## src/rtl/vws_pkg.sv

```systemverilog
package vws_pkg;

    typedef enum logic [1:0] {
        POL_LRU    = 2'd0,
        POL_RANDOM = 2'd1,
        POL_CLEAN  = 2'd2
    } policy_e;

    localparam int          RND_W    = 16;
    localparam logic [15:0] RND_MASK = 16'hB400;
    localparam logic [15:0] RND_SEED = 16'h0001;

    // One step of the right-shifting Galois register
    function automatic logic [RND_W-1:0] rnd_step(input logic [RND_W-1:0] s);
        return s[0] ? ((s >> 1) ^ RND_MASK) : (s >> 1);
    endfunction

endpackage

```

## src/rtl/vws_age_table.sv

```systemverilog
module vws_age_table #(
    parameter int NUM_SETS = 8,
    parameter int NUM_WAYS = 4,
    localparam int SW = $clog2(NUM_SETS),
    localparam int WW = $clog2(NUM_WAYS)
) (
    input  logic                                   clk,
    input  logic                                   rst,
    input  logic                                   touch_en,
    input  logic [SW-1:0]                          touch_set,
    input  logic [WW-1:0]                          touch_way,
    output logic [NUM_SETS-1:0][NUM_WAYS-1:0][WW-1:0] ages
);

    for (genvar s = 0; s < NUM_SETS; s++) begin : g_set
        logic [NUM_WAYS-1:0][WW-1:0] age_q;
        logic                        hit_set;

        assign hit_set = touch_en && (touch_set == SW'(s));

        always_ff @(posedge clk) begin
            if (rst) begin
                for (int w = 0; w < NUM_WAYS; w++) begin
                    age_q[w] <= WW'(w);
                end
            end else if (hit_set) begin
                for (int w = 0; w < NUM_WAYS; w++) begin
                    if (WW'(w) == touch_way) begin
                        age_q[w] <= '0;
                    end else if (age_q[w] < age_q[touch_way]) begin
                        age_q[w] <= age_q[w] + 1'b1;
                    end
                end
            end
        end

        assign ages[s] = age_q;
    end

endmodule

```

## src/rtl/vws_rnd_gen.sv

```systemverilog
module vws_rnd_gen
    import vws_pkg::*;
(
    input  logic             clk,
    input  logic             rst,
    output logic [RND_W-1:0] rnd
);

    always_ff @(posedge clk) begin
        if (rst) rnd <= RND_SEED;
        else     rnd <= rnd_step(rnd);
    end

endmodule

```

## src/rtl/vws_pick.sv

```systemverilog
module vws_pick
    import vws_pkg::*;
#(
    parameter int      NUM_WAYS = 4,
    parameter policy_e POLICY   = POL_LRU,
    localparam int WW = $clog2(NUM_WAYS)
) (
    input  logic [NUM_WAYS-1:0][WW-1:0] set_ages,
    input  logic [NUM_WAYS-1:0]         valid,
    input  logic [NUM_WAYS-1:0]         dirty,
    input  logic [RND_W-1:0]            rnd,
    output logic [WW-1:0]               victim
);

    logic          inv_found;
    logic [WW-1:0] inv_way;
    logic [WW-1:0] lru_way;
    logic          clean_found;
    logic [WW-1:0] clean_way;
    logic [WW-1:0] clean_age;
    logic [WW-1:0] rnd_way;
    logic [WW-1:0] pol_way;

    always_comb begin
        inv_found = 1'b0;
        inv_way   = '0;
        for (int w = NUM_WAYS - 1; w >= 0; w--) begin
            if (!valid[w]) begin
                inv_found = 1'b1;
                inv_way   = WW'(w);
            end
        end
    end

    always_comb begin
        lru_way = '0;
        for (int w = 0; w < NUM_WAYS; w++) begin
            if (set_ages[w] == WW'(NUM_WAYS - 1)) lru_way = WW'(w);
        end
    end

    always_comb begin
        clean_found = 1'b0;
        clean_way   = '0;
        clean_age   = '0;
        for (int w = 0; w < NUM_WAYS; w++) begin
            if (!dirty[w] && (!clean_found || set_ages[w] > clean_age)) begin
                clean_found = 1'b1;
                clean_way   = WW'(w);
                clean_age   = set_ages[w];
            end
        end
    end

    assign rnd_way = WW'(32'(rnd) % NUM_WAYS);

    always_comb begin
        unique case (POLICY)
            POL_RANDOM: pol_way = rnd_way;
            POL_CLEAN:  pol_way = clean_found ? clean_way : lru_way;
            default:    pol_way = lru_way;
        endcase
    end

    assign victim = inv_found ? inv_way : pol_way;

endmodule

```

## src/rtl/victim_way_selector.sv

```systemverilog
module victim_way_selector
    import vws_pkg::*;
#(
    parameter int      NUM_SETS = 8,
    parameter int      NUM_WAYS = 4,
    parameter policy_e POLICY   = POL_LRU,
    localparam int SW = $clog2(NUM_SETS),
    localparam int WW = $clog2(NUM_WAYS)
) (
    input  logic                clk,
    input  logic                rst,
    input  logic [SW-1:0]       lookup_set,
    input  logic [NUM_WAYS-1:0] way_valid,
    input  logic [NUM_WAYS-1:0] way_dirty,
    input  logic                touch_en,
    input  logic [SW-1:0]       touch_set,
    input  logic [WW-1:0]       touch_way,
    output logic [WW-1:0]       victim_way
);

    logic [NUM_SETS-1:0][NUM_WAYS-1:0][WW-1:0] all_ages;
    logic [RND_W-1:0]                         rnd_state;

    vws_age_table #(.NUM_SETS(NUM_SETS), .NUM_WAYS(NUM_WAYS)) u_ages (
        .clk       (clk),
        .rst       (rst),
        .touch_en  (touch_en),
        .touch_set (touch_set),
        .touch_way (touch_way),
        .ages      (all_ages)
    );

    vws_rnd_gen u_rnd (
        .clk (clk),
        .rst (rst),
        .rnd (rnd_state)
    );

    vws_pick #(.NUM_WAYS(NUM_WAYS), .POLICY(POLICY)) u_pick (
        .set_ages (all_ages[lookup_set]),
        .valid    (way_valid),
        .dirty    (way_dirty),
        .rnd      (rnd_state),
        .victim   (victim_way)
    );

endmodule

```

## config.mk

```make
export PLATFORM = sky130hd
export DESIGN_NAME = victim_way_selector
export DESIGN_NICKNAME = d
export VERILOG_FILES = /design/src/rtl/vws_pkg.sv /design/src/rtl/vws_age_table.sv /design/src/rtl/vws_rnd_gen.sv /design/src/rtl/vws_pick.sv /design/src/rtl/victim_way_selector.sv
export SDC_FILE = /design/constraint.sdc
export NUM_CORES = 1
export LEC_CHECK = 0
export ABC_AREA = 1
export BUFFER_PORTS_ARGS = -buffer_cell sky130_fd_sc_hd__buf_2
export CAP_MARGIN = 15
export CELL_PAD_IN_SITES_DETAIL_PLACEMENT = 0
export CELL_PAD_IN_SITES_GLOBAL_PLACEMENT = 1
export CORE_MARGIN = 5
export CORE_UTILIZATION = 44
export DETAILED_ROUTE_END_ITERATION = 8
export HOLD_SLACK_MARGIN = 0.08
export PLACE_DENSITY_LB_ADDON = 0.12
export SYNTH_ARGS = -nofsm -noshare
export SYNTH_HDL_FRONTEND = slang
export SYNTH_HIERARCHICAL = 1
export SYNTH_SLANG_ARGS = --single-unit
```

## constraint.sdc

```tcl
create_clock -name clk -period 2.7 [get_ports clk]
set_clock_uncertainty 0.1 [all_clocks]
set_input_delay 0.54 -clock clk [delete_from_list [all_inputs] [get_ports clk]]
set_output_delay 0.54 -clock clk [all_outputs]
set_load 0.03 [all_outputs]
```

After elaboration in Yosys (flattened, before gate mapping)
Cells that the tools add are included.

Word-level logic and storage cells: 279. Bits of input ports: 19. Register bits: 64. Output and inout port bits: 2.

$lt $le $gt $ge: 34. Eq/ne operators: 13. Reductions and logical operators: 74. $add $sub $neg: 32. Muxes and demuxes: 94.

Operator list (count): $mux W2 (79); $add A2 B1 Y2 const B (32); $lt A2 B2 Y1 (32); $reduce_and A2 Y1 (32); $reduce_bool A2 Y1 (32); $bmux W2 S2 (8); $bmux W8 S3 (1); $eq A3 B3 Y1 const B (4); $logic_and A1 B1 Y1 (8); $mux W8 (1); $eq A2 B2 Y1 const B (3); $eq A3 B2 Y1 const B (2); $mux W1 (5); $eq A2 B2 Y1 const A (2); $lt A3 B4 Y1 const B (1); $eq A3 B1 Y1 const B (1); $logic_not A3 Y1 (1); $lt A2 B3 Y1 const B (1); $eq A1 B2 Y1 const A (1); $logic_not A2 Y1 (1).

Logic depth before layout (Yosys ltp)
Word-level depth: 7. Mapped depth: 14. Depth with buffers taken out: 12.

Hierarchy
The synthesis kept the hierarchy.

By module, submodules not included: vws_age_table (sequential area each 1281.2 um^2, cells an instance 774, area an instance 4642.0 um^2, times used 1); victim_way_selector (sequential area each 0.0 um^2, cells an instance 214, area an instance 933.4 um^2, times used 1); vws_rnd_gen (sequential area each 320.3 um^2, cells an instance 55, area an instance 480.5 um^2, times used 1); vws_pick (sequential area each 0.0 um^2, cells an instance 16, area an instance 63.8 um^2, times used 1).

Worst setup path after synthesis
OpenSTA, ideal clock, no wires.

Path type: input port to flip-flop. Start point: input touch_way[0]. End point: register u_ages.g_set[2].age_q, in the netlist u_ages/ages[18]. Slack: 261 ps. Buffers on the path: 2. Data required time: 2466 ps. Setup time: 134 ps. Stages on the path: 14. Data arrival time: 2205 ps. Path through: buf_6 buf_6 nand2_1 inv_1 nand2_1 o21ai_0 a221oi_1 ha_1 nand2_1 nand2_1 nand2_1 nand2_1 nand2_1 nand3_1.

Longest elaborated chain between the ends: 5. Elaborated cells between the ends (all ways): 7. Classes of those cells: order compare: 1; eq/ne: 1; mux: 3; reduce/logical: 2.

Ends and longest elaborated chain: start: declaration (RTL line victim_way_selector.sv:17) `input logic [WW-1:0] touch_way,`; $bmux W2 S2 (RTL line vws_age_table.sv:30) `end else if (age_q[w] < age_q[touch_way]) begin`; $mux W2 (implied by the code) (RTL line vws_age_table.sv:30); $lt A2 B2 Y1 (RTL line vws_age_table.sv:30); $reduce_bool A2 Y1 (no line); $reduce_and A2 Y1 (no line); end signal: indexed assignment (RTL line vws_age_table.sv:24) `age_q[w] <= WW'(w);`; end signal: indexed assignment (RTL line vws_age_table.sv:31) `age_q[w] <= age_q[w] + 1'b1;`; end: declaration (RTL line vws_age_table.sv:16) `logic [NUM_WAYS-1:0][WW-1:0] age_q;`.

Parallel ways exist; a longest one is shown, timed or not. The select of a mux whose other input is x is not followed. A chain may end at the register's enable or synchronous reset.

Worst setup path in the final report
Start point: input lookup_set[0]. End point: output victim_way[0].

Longest elaborated chain between the ends: 7. Elaborated cells between the ends (all ways): 9. Classes of those cells: eq/ne: 3; mux: 6.

Ends and longest elaborated chain: start: declaration (RTL line victim_way_selector.sv:12) `input logic [SW-1:0] lookup_set,`; $bmux W8 S3 (*) (RTL line victim_way_selector.sv:40) `.set_ages (all_ages[lookup_set]),`; $mux W8 (implied by the code) (*) (RTL line victim_way_selector.sv:40); $eq A2 B2 Y1 (RTL line vws_pick.sv:38) `if (set_ages[w] == WW'(NUM_WAYS - 1)) lru_way = WW'(w);`; $mux W1 (RTL line vws_pick.sv:38); $mux W2 (RTL line vws_pick.sv:38); $mux W2 (*) (RTL line vws_pick.sv:38); $mux W2 (*) (RTL line vws_pick.sv:65) `assign victim = inv_found ? inv_way : pol_way;`; end: declaration (RTL line victim_way_selector.sv:18) `output logic [WW-1:0] victim_way`.

Mark *: on every way between the ends. The rest lies on a longest branch, timed or not. The select of a mux whose other input is x is not followed.

==> run metrics <==
total power divided by cell area=approximately 450 mW/mm^2; grt ovf=0; half-perimeter wire length after detailed placement=10900 microns; routed vias/inst=5.11; relative contribution of the clock network to total power=41.1%; TritonCTS Sinks=64; launching element type of the critical path=primary input; count of antenna diodes in the layout=0; CP max stage cell=sky130_fd_sc_hd__inv_4; transition time at the pin with the least slew margin=between 0.6 and 0.7 ns; total buffers and inverters traversed by the critical path=3; HP Start=u_ages/ages[9]; Period Utilization, post-route=88.5%; placeable core area=0.0121 sq mm; most repeated library cell on the critical path=sky130_fd_sc_hd__nand2_1; Resize count post-CTS=0; flip-flop count of the largest register after layout=between 60 and 70; launch point of the worst reg-to-reg path=u_ages/ages[11]; peak supply drop=0.356 mV; maximum single-stage delay on the critical path=0.21 ns; Die Footprint=0.0147 sq mm; minimum clock period after layout=2.39 ns; wire length of the first global-routing pass=25800 microns; unrepaired setup endpoints after global routing=false; initial core utilization=45.1%; number of slew-limit violations in the final report=0; clock latency at the later pin of the worst-skew pair=about 0.34 ns; Die Y-Extent=121 microns; Filler Cell Count=1285; internal power=0.00182 W; net switching fraction of the power=31.3%; Top Family by Delay on Critical Path=simple AND/OR/NAND/NOR gates; root buffer cell=sky130_fd_sc_hd__clkbuf_16; startpoint-to-endpoint class of the critical path=primary input to output pin; required time of the critical path=2.06 ns; Reg-to-Reg End=u_ages/ages[10]; worst min-delay path category=flop to flop; total number of cells along the worst setup path=13; Die W=about 120 microns; number of buffers inserted during clock tree synthesis=9; GPL Wtd Cong=0.897; share of the core filled with cells in the final layout=about half; number of maximum-capacitance violations=0; final sum of negative setup slack=0 ns; Comb pwr share=21.0%; critical path, cell by cell=buf_2, inv_4, nand2_1, nand3_1, nand2_1, nand2_1, nand2_1, nand2_1, nand2_1, nand2_1, nand2_1, nand2_1, buf_2; FF/Latch Area=0.00128 sq mm; Critical Path Source=lookup_set[0]; maximum level of the CTS H-tree=3; proportion of layout cells with a drive suffix above 1=under 10%; number of standard cells after synthesis=954; worst-path maximum fanout=24; WP data arrival=roughly 1.8 ns; number of antenna violations at the first check in global routing=1; count of hold-fix buffers inserted at cts=0; top achievable clock speed=0.419 GHz; worst reg2reg path depth=10; floorplan row count=40; Post-Synthesis Mean Instance Area=around 5.7 sq um; buffer depth of the longest clock path=2; setup slack of the worst register-to-register path=0.66 ns; final setup violating endpoints=0; Iter 0 DRT Violations=about 410; overall routed net length=15700 microns; DRC violation count after routing=0; total of buffers placed on input and output ports=16; worst max-slew margin expressed relative to the limit=a little under three fifths; first-pass detailed-route iteration total=5; synthesized area=0.00543 sq mm; outcome=finished clean; number of global-route vias before repair=5240; synth-to-layout area growth=9.49%; number of hold-slack violations in the final timing report=0; detailed-route via count=5827; number of post-CTS setup repair buffers=0; NetSw=0.000828 W; CTS tree=done; overall fraction of global-route tracks in use=between 20 and 25%; post-route ant nets=0; critical path capture point=victim_way[0]; number of top-level pins=21; register share of total power=37.9%; yosys warns=6; number of nets in the layout=1019; combined area of the multi-input logic cells=0.00339 sq mm; maximum number of pins on one net before global-route repair=35; leakage component of the power=3.30 nW; Setup crit end kind=output pin; Mapped Nets=1005; clock-pin slew on the worst setup and hold paths=approximately 0.060 ns; average wire per cell in the routed design=between 10 and 15 microns
==> placed cells by master (no fill, tap or decap) <==
master,instances
sky130_fd_sc_hd__o21ai_1,1
sky130_fd_sc_hd__nor2_4,2
sky130_fd_sc_hd__nand3_1,103
sky130_fd_sc_hd__ha_1,32
sky130_fd_sc_hd__buf_12,1
sky130_fd_sc_hd__a221oi_1,8
sky130_fd_sc_hd__nor2_2,1
sky130_fd_sc_hd__clkbuf_8,2
sky130_fd_sc_hd__a21oi_1,57
sky130_fd_sc_hd__clkbuf_1,1
sky130_fd_sc_hd__xor2_1,1
sky130_fd_sc_hd__buf_4,24
sky130_fd_sc_hd__inv_2,5
sky130_fd_sc_hd__clkinv_2,2
sky130_fd_sc_hd__nand4_1,17
sky130_fd_sc_hd__dfxtp_1,64
sky130_fd_sc_hd__inv_1,129
sky130_fd_sc_hd__nor2_1,33
sky130_fd_sc_hd__inv_4,1
sky130_fd_sc_hd__clkbuf_16,9
sky130_fd_sc_hd__o21ai_0,23
sky130_fd_sc_hd__nand2_2,19
sky130_fd_sc_hd__xnor2_1,8
sky130_fd_sc_hd__clkinvlp_4,1
sky130_fd_sc_hd__nand2_1,412
sky130_fd_sc_hd__buf_2,16
==> power groups by stage <==
stage	sequential, W	combinational, W	clock [W]
6_report	0.00100	0.000556	0.00109
3_5_place_dp	0.00102	0.000551	0
5_1_grt	0.00101	0.000641	0.00117
2_1_floorplan	0.00101	0.000427	0
4_1_cts	0.00100	0.000554	0.00113
3_3_place_gp	0.00102	0.000533	0
==> stage by stage <==
step / setup slack, ns / hold slack (ns) / cell area (sq um) / total power [W] / std cells
6_report: 0.312 / 0.394 / 5950 / 0.00265 / 1140
3_3_place_gp: 0.0425 / 0.385 / 5680 / 0.00156 / 1125
5_1_grt: 0.117 / 0.412 / 5950 / 0.00282 / 1140
3_5_place_dp: 0.00580 / 0.389 / 5680 / 0.00157 / 1125
4_1_cts: 0.319 / 0.398 / 5950 / 0.00268 / 1140
2_1_floorplan: 0.261 / 0.369 / 5430 / 0.00144 / 954
==> final cells by class <==
class                   count  area share (%)
multi-input cells         717            57.1
flip-flops and latches     64            21.5
inverters                 135            8.56
repair buffers             41            4.71
clock buffers              12            4.31
well taps                 168            3.53
clock inverters             3           0.294
==> worst reg2reg max path, cell delays in order (launching register included) <==
cell                       delay [ns]
sky130_fd_sc_hd__dfxtp_1         0.36
sky130_fd_sc_hd__nand2_1         0.09
sky130_fd_sc_hd__o21ai_0         0.08
sky130_fd_sc_hd__a221oi_1        0.53
sky130_fd_sc_hd__ha_1            0.35
sky130_fd_sc_hd__nand2_1         0.06
sky130_fd_sc_hd__nand2_1         0.04
sky130_fd_sc_hd__nand2_1         0.09
sky130_fd_sc_hd__nand2_1         0.08
sky130_fd_sc_hd__nand2_1         0.06
sky130_fd_sc_hd__nand3_1         0.07
==> layer usage <==
| metal | vias to the layer above | global-route usage (%) | share of wire (%) |
|---|---|---|---|
| li1 | 3019 | - | - |
| met1 | 2633 | 28.2 | 46 |
| met2 | 144 | 36.7 | 46 |
| met3 | 29 | 4.99 | 5.4 |
| met4 | 2 | 8.82 | 3.1 |
| met5 | - | 0 | 0.044 |
==> worst min path at each step <==
stage / endpoint / slack [ns] / cells after the start
finish: u_ages/ages[9] / 0.39 / 2
floorplan: u_ages/ages[33] / 0.37 / 2
global placement: u_ages/ages[25] / 0.39 / 2
CTS: u_ages/ages[9] / 0.40 / 2
detailed placement: u_ages/ages[9] / 0.39 / 2
global route: u_ages/ages[9] / 0.41 / 2
No activity file was read; power rests on OpenSTA's default activity.
